[config.mk]
export PLATFORM = sky130hd
export DESIGN_NAME = card_seq_top
export DESIGN_NICKNAME = d
export VERILOG_FILES = /design/src/rtl/card_seq_pkg.sv /design/src/rtl/card_seq_timebase.sv /design/src/rtl/card_seq_debounce.sv /design/src/rtl/card_seq_ctrl.sv /design/src/rtl/card_seq_top.sv
export SDC_FILE = /design/constraint.sdc
export NUM_CORES = 1
export LEC_CHECK = 0
export ABC_AREA = 1
export BUFFER_PORTS_ARGS = -buffer_cell sky130_fd_sc_hd__buf_2
export CORE_AREA = 2 2 72 47
export CTS_CLUSTER_SIZE = 24
export DETAILED_ROUTE_END_ITERATION = 8
export DIE_AREA = 0 0 74 49
export PLACE_DENSITY = 0.86
export SETUP_SLACK_MARGIN = 0.5
export SYNTH_ARGS = -nofsm -noshare
export SYNTH_HDL_FRONTEND = slang
export SYNTH_SLANG_ARGS = --single-unit
[constraint.sdc]
create_clock -name clk -period 2.5 [get_ports clk]
set_input_delay 0.375 -clock clk [delete_from_list [all_inputs] [get_ports clk]]
set_output_delay 0.375 -clock clk [all_outputs]
set_load 0.02 [all_outputs]
[src/rtl/card_seq_pkg.sv]
package card_seq_pkg;
    typedef enum logic [2:0] {
        ST_IDLE      = 3'd0,
        ST_RAMP_UP   = 3'd1,
        ST_LIVE      = 3'd2,
        ST_RAMP_DOWN = 3'd3,
        ST_HOLD_OFF  = 3'd4
    } seq_state_t;
endpackage

[src/rtl/card_seq_timebase.sv]
// Half-unit step counter: step advances once every HALF_TICKS cycles and saturates.
module card_seq_timebase #(
    parameter int HALF_TICKS = 32,
    parameter int STEP_MAX   = 15,
    localparam int PW = (HALF_TICKS > 2) ? $clog2(HALF_TICKS) : 1,
    localparam int SW = $clog2(STEP_MAX + 1)
) (
    input  logic          clk,
    input  logic          rst_n,
    input  logic          restart,
    output logic [SW-1:0] step
);
    logic [PW-1:0] pre_q;

    always_ff @(posedge clk or negedge rst_n) begin
        if (!rst_n) begin
            pre_q <= '0;
            step  <= '0;
        end else if (restart) begin
            pre_q <= '0;
            step  <= '0;
        end else if (pre_q == PW'(HALF_TICKS - 1)) begin
            pre_q <= '0;
            if (step != SW'(STEP_MAX))
                step <= step + 1'b1;
        end else begin
            pre_q <= pre_q + 1'b1;
        end
    end
endmodule

[src/rtl/card_seq_debounce.sv]
// Presence debounce: the raw loss of presence is immediate; a new presence is confirmed after DEB_CYCLES.
module card_seq_debounce #(
    parameter int DEB_CYCLES = 2048,
    localparam int CW = $clog2(DEB_CYCLES + 1)
) (
    input  logic clk,
    input  logic rst_n,
    input  logic card_det_n,
    input  logic card_det,
    output logic present_raw,
    output logic present_db
);
    logic [CW-1:0] cnt_q;

    assign present_raw = !card_det_n || card_det;

    always_ff @(posedge clk or negedge rst_n) begin
        if (!rst_n) begin
            cnt_q      <= '0;
            present_db <= 1'b0;
        end else if (!present_raw) begin
            cnt_q      <= '0;
            present_db <= 1'b0;
        end else if (cnt_q == CW'(DEB_CYCLES - 1)) begin
            present_db <= 1'b1;
        end else begin
            cnt_q <= cnt_q + 1'b1;
        end
    end
endmodule

[src/rtl/card_seq_ctrl.sv]
module card_seq_ctrl
    import card_seq_pkg::*;
#(
    parameter int STEP_W = 4
) (
    input  logic              clk,
    input  logic              rst_n,
    input  logic [STEP_W-1:0] step,
    input  logic              present_raw,
    input  logic              present_db,
    input  logic              por_active,
    input  logic              cmd_n,
    input  logic              host_rst,
    input  logic              fault_any,
    output logic              restart,
    output logic              conv_en,
    output logic              vcc_en,
    output logic              data_en,
    output logic              clk_en,
    output logic              card_rst,
    output logic              status_n,
    output logic              osc_fast,
    output logic              in_session
);
    // step points, in half units
    localparam logic [STEP_W-1:0] UP_VCC  = STEP_W'(3);
    localparam logic [STEP_W-1:0] UP_DATA = STEP_W'(8);
    localparam logic [STEP_W-1:0] UP_RST  = STEP_W'(14);
    localparam logic [STEP_W-1:0] DN_CLK  = STEP_W'(1);
    localparam logic [STEP_W-1:0] DN_DATA = STEP_W'(2);
    localparam logic [STEP_W-1:0] DN_VCC  = STEP_W'(3);
    localparam logic [STEP_W-1:0] DN_CONV = STEP_W'(10);

    seq_state_t st, nxt;
    logic rst_hi_q, clk_run_q, vcc_up_q, data_up_q, fault_q;
    logic abort, go_now;

    assign abort  = cmd_n || fault_any || !present_raw;
    assign go_now = (st == ST_RAMP_UP) && (step >= UP_DATA) && (!rst_hi_q || !host_rst);

    always_comb begin
        nxt = st;
        unique case (st)
            ST_IDLE:      if (!cmd_n && present_db && !por_active) nxt = ST_RAMP_UP;
            ST_RAMP_UP:   if (abort) nxt = ST_RAMP_DOWN;
                          else if (step >= UP_RST) nxt = ST_LIVE;
            ST_LIVE:      if (abort) nxt = ST_RAMP_DOWN;
            ST_RAMP_DOWN: if (step >= DN_CONV) nxt = cmd_n ? ST_IDLE : ST_HOLD_OFF;
            ST_HOLD_OFF:  if (cmd_n) nxt = ST_IDLE;
        endcase
    end

    assign restart = (nxt != st) && (nxt == ST_RAMP_UP || nxt == ST_RAMP_DOWN);

    // state register and session bookkeeping flags
    always_ff @(posedge clk or negedge rst_n) begin
        if (!rst_n) begin
            st        <= ST_IDLE;
            rst_hi_q  <= 1'b0;
            clk_run_q <= 1'b0;
            vcc_up_q  <= 1'b0;
            data_up_q <= 1'b0;
            fault_q   <= 1'b0;
        end else begin
            st <= nxt;
            if (st == ST_IDLE && nxt == ST_RAMP_UP)
                rst_hi_q <= host_rst;
            if (go_now || st == ST_LIVE)
                clk_run_q <= 1'b1;
            else if (st == ST_IDLE)
                clk_run_q <= 1'b0;
            if ((st == ST_RAMP_UP && step >= UP_VCC) || st == ST_LIVE)
                vcc_up_q <= 1'b1;
            else if (st == ST_IDLE)
                vcc_up_q <= 1'b0;
            if ((st == ST_RAMP_UP && step >= UP_DATA) || st == ST_LIVE)
                data_up_q <= 1'b1;
            else if (st == ST_IDLE)
                data_up_q <= 1'b0;
            if (in_session && (fault_any || !present_raw))
                fault_q <= 1'b1;
            else if (nxt == ST_IDLE)
                fault_q <= 1'b0;
        end
    end

    // outputs
    always_comb begin
        in_session = (st == ST_RAMP_UP) || (st == ST_LIVE);
        osc_fast   = in_session || (st == ST_RAMP_DOWN);
        conv_en    = in_session || (st == ST_RAMP_DOWN && step < DN_CONV);
        vcc_en     = (st == ST_RAMP_UP && step >= UP_VCC) || (st == ST_LIVE)
                   || (st == ST_RAMP_DOWN && vcc_up_q && step < DN_VCC);
        data_en    = (st == ST_RAMP_UP && step >= UP_DATA) || (st == ST_LIVE)
                   || (st == ST_RAMP_DOWN && data_up_q && step < DN_DATA);
        clk_en     = (st == ST_RAMP_UP && (clk_run_q || go_now)) || (st == ST_LIVE)
                   || (st == ST_RAMP_DOWN && clk_run_q && step < DN_CLK);
        card_rst   = host_rst && ((st == ST_RAMP_UP && step >= UP_RST) || st == ST_LIVE);
        status_n   = present_db && !fault_q;
    end
endmodule

[src/rtl/card_seq_top.sv]
module card_seq_top #(
    parameter int HALF_TICKS = 32,
    parameter int DEB_CYCLES = 2048
) (
    input  logic clk,
    input  logic rst_n,
    input  logic por_active,
    input  logic cmd_n,
    input  logic host_rst,
    input  logic card_det_n,
    input  logic card_det,
    input  logic flt_overcur,
    input  logic flt_overtemp,
    input  logic flt_supply,
    input  logic flt_conv,
    output logic conv_en,
    output logic vcc_en,
    output logic data_en,
    output logic clk_en,
    output logic card_rst,
    output logic status_n,
    output logic osc_fast
);
    localparam int STEP_MAX = 15;
    localparam int STEP_W   = $clog2(STEP_MAX + 1);

    logic [STEP_W-1:0] step;
    logic restart, present_raw, present_db, fault_any, in_session;

    assign fault_any = flt_overcur || flt_overtemp || flt_supply || flt_conv;

    card_seq_timebase #(.HALF_TICKS(HALF_TICKS), .STEP_MAX(STEP_MAX)) u_tb (
        .clk(clk), .rst_n(rst_n), .restart(restart), .step(step)
    );

    card_seq_debounce #(.DEB_CYCLES(DEB_CYCLES)) u_deb (
        .clk(clk), .rst_n(rst_n), .card_det_n(card_det_n), .card_det(card_det),
        .present_raw(present_raw), .present_db(present_db)
    );

    card_seq_ctrl #(.STEP_W(STEP_W)) u_ctrl (
        .clk(clk), .rst_n(rst_n), .step(step), .present_raw(present_raw),
        .present_db(present_db), .por_active(por_active), .cmd_n(cmd_n),
        .host_rst(host_rst), .fault_any(fault_any), .restart(restart),
        .conv_en(conv_en), .vcc_en(vcc_en), .data_en(data_en), .clk_en(clk_en),
        .card_rst(card_rst), .status_n(status_n), .osc_fast(osc_fast),
        .in_session(in_session)
    );
endmodule

# Word-level counts from Yosys, hierarchy flattened
# Index checks and enable logic that the tools add are counted.
# W data, S select, Z words.
[classes]
add_sub_neg = 3
order_cmp = 8
n_eq_ne = 12
muxes = 23
n_reduce_logical = 56
[op_table]
columns = ["operator", "count"]
rows = [
  ["$mux W12", 2],
  ["$logic_or A1 B1 Y1", 21],
  ["$mux W3", 7],
  ["$logic_and A1 B1 Y1", 19],
  ["$pmux W3 S5", 1],
  ["$add A12 B1 Y12 const B", 1],
  ["$eq A12 B11 Y1 const B", 1],
  ["$ge A4 B4 Y1 const B", 3],
  ["$mux W4", 3],
  ["$reduce_bool A2 Y1", 6],
  ["$mux W5", 2],
  ["$eq A3 B2 Y1 const B", 3],
  ["$lt A4 B2 Y1 const B", 2],
  ["$mux W1", 8],
  ["$logic_not A1 Y1", 7],
  ["$eq A3 B1 Y1 const B", 2],
  ["$logic_not A3 Y1", 2],
  ["$add A5 B1 Y5 const B", 1],
  ["$eq A5 B5 Y1 const B", 1],
  ["$add A4 B1 Y4 const B", 1],
  ["$ge A4 B2 Y1 const B", 1],
  ["$lt A4 B1 Y1 const B", 1],
  ["$lt A4 B4 Y1 const B", 1],
  ["$ne A2 B2 Y1 const B", 2],
  ["4 further kinds", 4],
]
[totals]
regBits = 30
in_bits = 11
output_inout_bits = 7
wordCells = 112

# Depth between registers and ports, before layout
[depth]
depth_word = 12
ltp_mapped = 11
mapped_depth_nobuf = 10

# Hierarchy
# A second synthesis with hierarchy kept.
[unflattened]
cells_unflattened = 272
hier_area_um2 = 1971.9
[by_module_without_submodules]
columns = ["mod", "instances", "cells_each", "area_per_inst_um2", "seq_area_each_um2"]
rows = [
  ["card_seq_debounce", 1, 96, 810.8, 325.3],
  ["card_seq_ctrl", 1, 112, 680.7, 200.2],
  ["card_seq_timebase", 1, 61, 469.2, 225.2],
  ["card_seq_top", 1, 3, 11.3, 0.0],
]

# Worst setup path after synthesis
# No wires, ideal clock.
[synth_path]
kind = "reg2out"
from = "register u_tb.step[1]"
to = "output port vcc_en"
arrival_ns = 1.483
required_ns = 2.125
path_slack_ns = 0.642
path_stages_with_launch = 4
path_buffers = 0
path_cell_list = "dfrtp_1 ha_1 or2_2 o31ai_1"
[synth_between]
elab_chain_len = 4
word_cells_on_any_way = 6
cone_classes = "2 x order compare; 4 x reduce/logical"
[synth_lines]
columns = ["element", "line", "text"]
rows = [
  ["from (decl)", "card_seq_timebase.sv:11", "output logic [SW-1:0] step"],
  ["from (signal assigned)", "card_seq_timebase.sv:25", "step <= step + 1'b1;"],
  ["$ge A4 B2 Y1", "card_seq_ctrl.sv:92", "vcc_en = (st == ST_RAMP_UP && step >= UP_VCC) || (st == ST_LIVE)"],
  ["$logic_and A1 B1 Y1", "card_seq_ctrl.sv:92", ""],
  ["$logic_or A1 B1 Y1", "card_seq_ctrl.sv:92", ""],
  ["$logic_or A1 B1 Y1 (*)", "card_seq_ctrl.sv:93", "|| (st == ST_RAMP_DOWN && vcc_up_q && step < DN_VCC);"],
  ["to (decl)", "card_seq_top.sv:17", "output logic vcc_en,"],
]
# Every way passes the cells marked *; elsewhere a longest branch is shown, timed or not.

# Worst setup path in the final report
[layout_path]
from = "register u_ctrl.st[2]"
to = "output port clk_en"
[layout_between]
elab_chain_len = 7
word_cells_on_any_way = 11
cone_classes = "3 x eq/ne; 8 x reduce/logical"
[layout_lines]
columns = ["element", "line", "text"]
rows = [
  ["from (decl)", "card_seq_ctrl.sv:34", "seq_state_t st, nxt;"],
  ["from (signal assigned)", "card_seq_ctrl.sv:65", "st <= nxt;"],
  ["$eq A3 B1 Y1", "card_seq_ctrl.sv:39, card_seq_ctrl.sv:96", ""],
  ["$logic_and A1 B1 Y1 (2 in series)", "card_seq_ctrl.sv:39", "assign go_now = (st == ST_RAMP_UP) && (step >= UP_DATA) && (!rst_hi_q || !host_rst);"],
  ["$logic_or A1 B1 Y1", "card_seq_ctrl.sv:96", "clk_en = (st == ST_RAMP_UP && (clk_run_q || go_now)) || (st == ST_LIVE)"],
  ["$logic_and A1 B1 Y1", "card_seq_ctrl.sv:96", ""],
  ["$logic_or A1 B1 Y1", "card_seq_ctrl.sv:96", ""],
  ["$logic_or A1 B1 Y1 (*)", "card_seq_ctrl.sv:97", "|| (st == ST_RAMP_DOWN && clk_run_q && step < DN_CLK);"],
  ["to (decl)", "card_seq_top.sv:19", "output logic clk_en,"],
]
# Marked as above.

==> results.py <==
metrics = {
    "detailed_routing": {
        "drtAntennaViolNets": 0,
        "drc": 0,
        "dr.pass1.iters": 5,
        "wire_per_inst_um": 13.1,
        "vias": 1600,
        "drt_iter0_markers": 199,
        "avgViaCountPerCell": 5.25,
        "wl_mm": 4.01,
    },
    "yosys": {
        "synth_area_leaders": "dfrtp_1 (42%), nand2_1 (11%), inv_1 (8.2%)",
        "seq_area_frac_synth": 0.419,
        "async_flop_share": 1.00,
        "synth_top_cell_by_area": "dfrtp_1",
        "syn_area_mm2": 0.00179,
        "synthTopCellsByCount": "nand2_1 (51), inv_1 (39), dfrtp_1 (30), nor2_1 (24), nand3_1 (15)",
        "syn_inst": 233,
        "syn_avg_cell_area_um2": 7.68,
        "ys_seq_elements": 30,
        "synth_top_area_frac": 0.419,
        "yosysMostFrequentCell": "nand2_1",
        "synthFlopType": "dfrtp_1",
        "yosys.cell_types.count": 30,
        "yosysWarnings": 0,
        "synth_edf_count": 0,
        "syn-num-nets": 249,
    },
    "critical_path": {
        "slowest_delay_ps": 420,
        "reg2reg_from": "u_ctrl.st[1]$_DFF_PN0_",
        "required_ps": 2120,
        "worstSetupPathType": "reg -> out",
        "crit_fanout": 6,
        "critical_path.most_common_cell": "inv_1",
        "cp_slowest_cell": "dfrtp_2",
        "cp-end-kind": "output pin",
        "arrival_ps": 1590,
        "crit_start": "u_ctrl.st[2]$_DFF_PN0_",
        "worstPathCellList": "inv_2, nand3_1, inv_1, a311o_1, nand2_1, inv_1, buf_2",
        "startpoint_type": "flip-flop",
    },
    "power": {
        "ir_drop_mv": 0.506,
        "p_total_mw": 2.22,
        "p_leak_nw": 1.12,
        "p_per_area_mw_per_mm2": 1070,
    },
    "placed_design": {
        "dpl.cell_count": 293,
        "gp_congestion": 0.921,
        "io_buffer_count": 17,
        "dpl_cell_area_mm2": 0.00192,
        "pre_cts_ws_ps": 637,
        "dp_hpwl_mm": 2.83,
    },
    "min_path": {
        "min_path_type": "in -> async",
    },
    "grt": {
        "antenna_found_initial": 0,
        "grt_use_total": 0.251,
        "grt_pass1_wl_mm": 6.79,
        "grt_pass1_vias": 1452,
        "grt_max_degree": 31,
        "grt_overflow_total": 0,
    },
    "sta": {
        "finalSetupViolations": 0,
        "rsz0062_at_grt": "yes",
        "relSlewSlack": 0.563,
        "finalCritPeriodShare": 0.785,
        "finalHoldViolations": 0,
        "period_needed_ps": 1960,
        "fin_skew_ps": 8.40,
        "worst_pin_slew_ps": 655,
        "hold-worst-slack_ps": 108,
        "fin_tns_setup_ps": 0,
        "fin_ws_ps": 537,
        "max_freq_mhz": 509,
        "final_max_slew_viol_count": 0,
    },
    "floorplanning": {
        "ios": 18,
        "fp.coreArea_mm2": 0.00302,
        "die-area_mm2": 0.00363,
        "chipHeight_um": 49,
        "start_util": 0.592,
        "die_w_um": 74,
        "rows": 16,
    },
    "layout": {
        "insertedDiodeCount": 0,
        "fin_cells": 305,
        "design_area_mm2": 0.00207,
        "post-route-util": 0.686,
        "area_growth_syn_to_layout_pct": 15.8,
        "fin_nets": 275,
        "drive_gt1_frac": 0.219,
        "nFillCells": 244,
    },
    "clock_network": {
        "clock-root-buffer": "clkbuf_8",
        "cts_tree": "yes",
        "clk_path_buf_depth": 2,
        "clk-insertion-delay-late_ps": 290,
        "numClockSinks": 30,
        "cts_buffers": 5,
        "clk_pin_slew_ps": 70,
        "h-tree-depth": 2,
    },
    "job": {
        "max_cap_violations": 0,
    },
    "status": {
        "status": "finished, final reports clean",
    },
}
## flip-flops by register name (all words and copies together) (netlist names)
register	count
u_tb.step	4
u_ctrl.data_up_q	1
u_ctrl.fault_q	1
u_deb.cnt_q	12
u_ctrl.vcc_up_q	1
u_ctrl.rst_hi_q	1
u_tb.pre_q	5
u_ctrl.clk_run_q	1
u_ctrl.st	3
u_deb.present_db	1
## final cells by class
type	instances	area [um^2]	share of cell area
Tap cell	45	56.3	0.0272
Sequential cell	30	758	0.366
Clock inverter	2	12.5	0.00603
Timing Repair Buffer	21	118	0.0567
Clock buffer	6	82.6	0.0398
Inverter	40	150	0.0724
Multi-Input combinational cell	161	896	0.432
## final timing paths
check / endpoint / slack, ps / depth (start not counted)
max: clk_en / 540 / 7
min: u_deb.cnt_q[1]$_DFFE_PN0P_ / 110 / 1
max reg2reg: u_tb.step[2]$_DFFE_PN0P_ / 830 / 8
min reg2reg: u_ctrl.fault_q$_DFFE_PN0P_ / 470 / 2
max in group asynchronous: u_ctrl.st[1]$_DFF_PN0_ / 1920 / 1
min in group clk: u_ctrl.rst_hi_q$_DFFE_PN0P_ / 400 / 3
## what timing repair did
item	in CTS	in global routing
buffers inserted	4	0
endpoints found under the setup margin	1	3
pin swaps	1	0
hold buffers	0	0
hold endpoints to repair	0	0
resized for setup	10	5
## kinds of logic (layout without fill, tap and decap cells)
family,Yosys count,in the layout,synth area share
AO/OA/AOI/OAI,38,38,0.123
XOR/XNOR,5,5,0.0245
buffers and inverters,42,69,0.0922
flip-flops,30,30,0.419
adder cells (fa/ha/maj),5,5,0.0349
AND/OR/NAND/NOR,113,113,0.306
## placed cells by master, fill, tap and decap left out, types with 2 or more instances in the layout
| master | n |
|---|---|
| nand2_4 | 2 |
| nand2_1 | 50 |
| nand4_1 | 8 |
| ha_1 | 4 |
| a21oi_1 | 14 |
| a21boi_1 | 2 |
| nor2_2 | 4 |
| nand2_2 | 3 |
| clkbuf_8 | 6 |
| nor2_4 | 2 |
| dfrtp_2 | 6 |
| buf_2 | 16 |
| dfrtp_1 | 24 |
| buf_4 | 5 |
| o21ai_0 | 12 |
| or2_2 | 3 |
| nand3_1 | 15 |
| inv_1 | 39 |
| nor2_1 | 22 |
| a31oi_1 | 2 |
| xor2_1 | 5 |
## per-layer routing
metal | vias up | routed length [um] | track usage
met1 | 726 | 2010 | 0.401
met5 | - | 0 | 0
met2 | 62 | 1660 | 0.332
met3 | 10 | 279 | 0.0620
met4 | 0 | 56 | 0.0727
li1 | 802 | - | -
## power breakdown
group | internal (mW) | switching, mW
registers | 0.605 | 0.108
clock network | 0.221 | 0.197
logic | 0.365 | 0.721
## critical path, delay by kind of cell, from the launching register on
kind | cells | cell delay [ps]
simple gates | 2 | 200
flops | 1 | 420
compound gates | 1 | 300
buf+inv | 4 | 370
(Power assumes the default switching activity.)
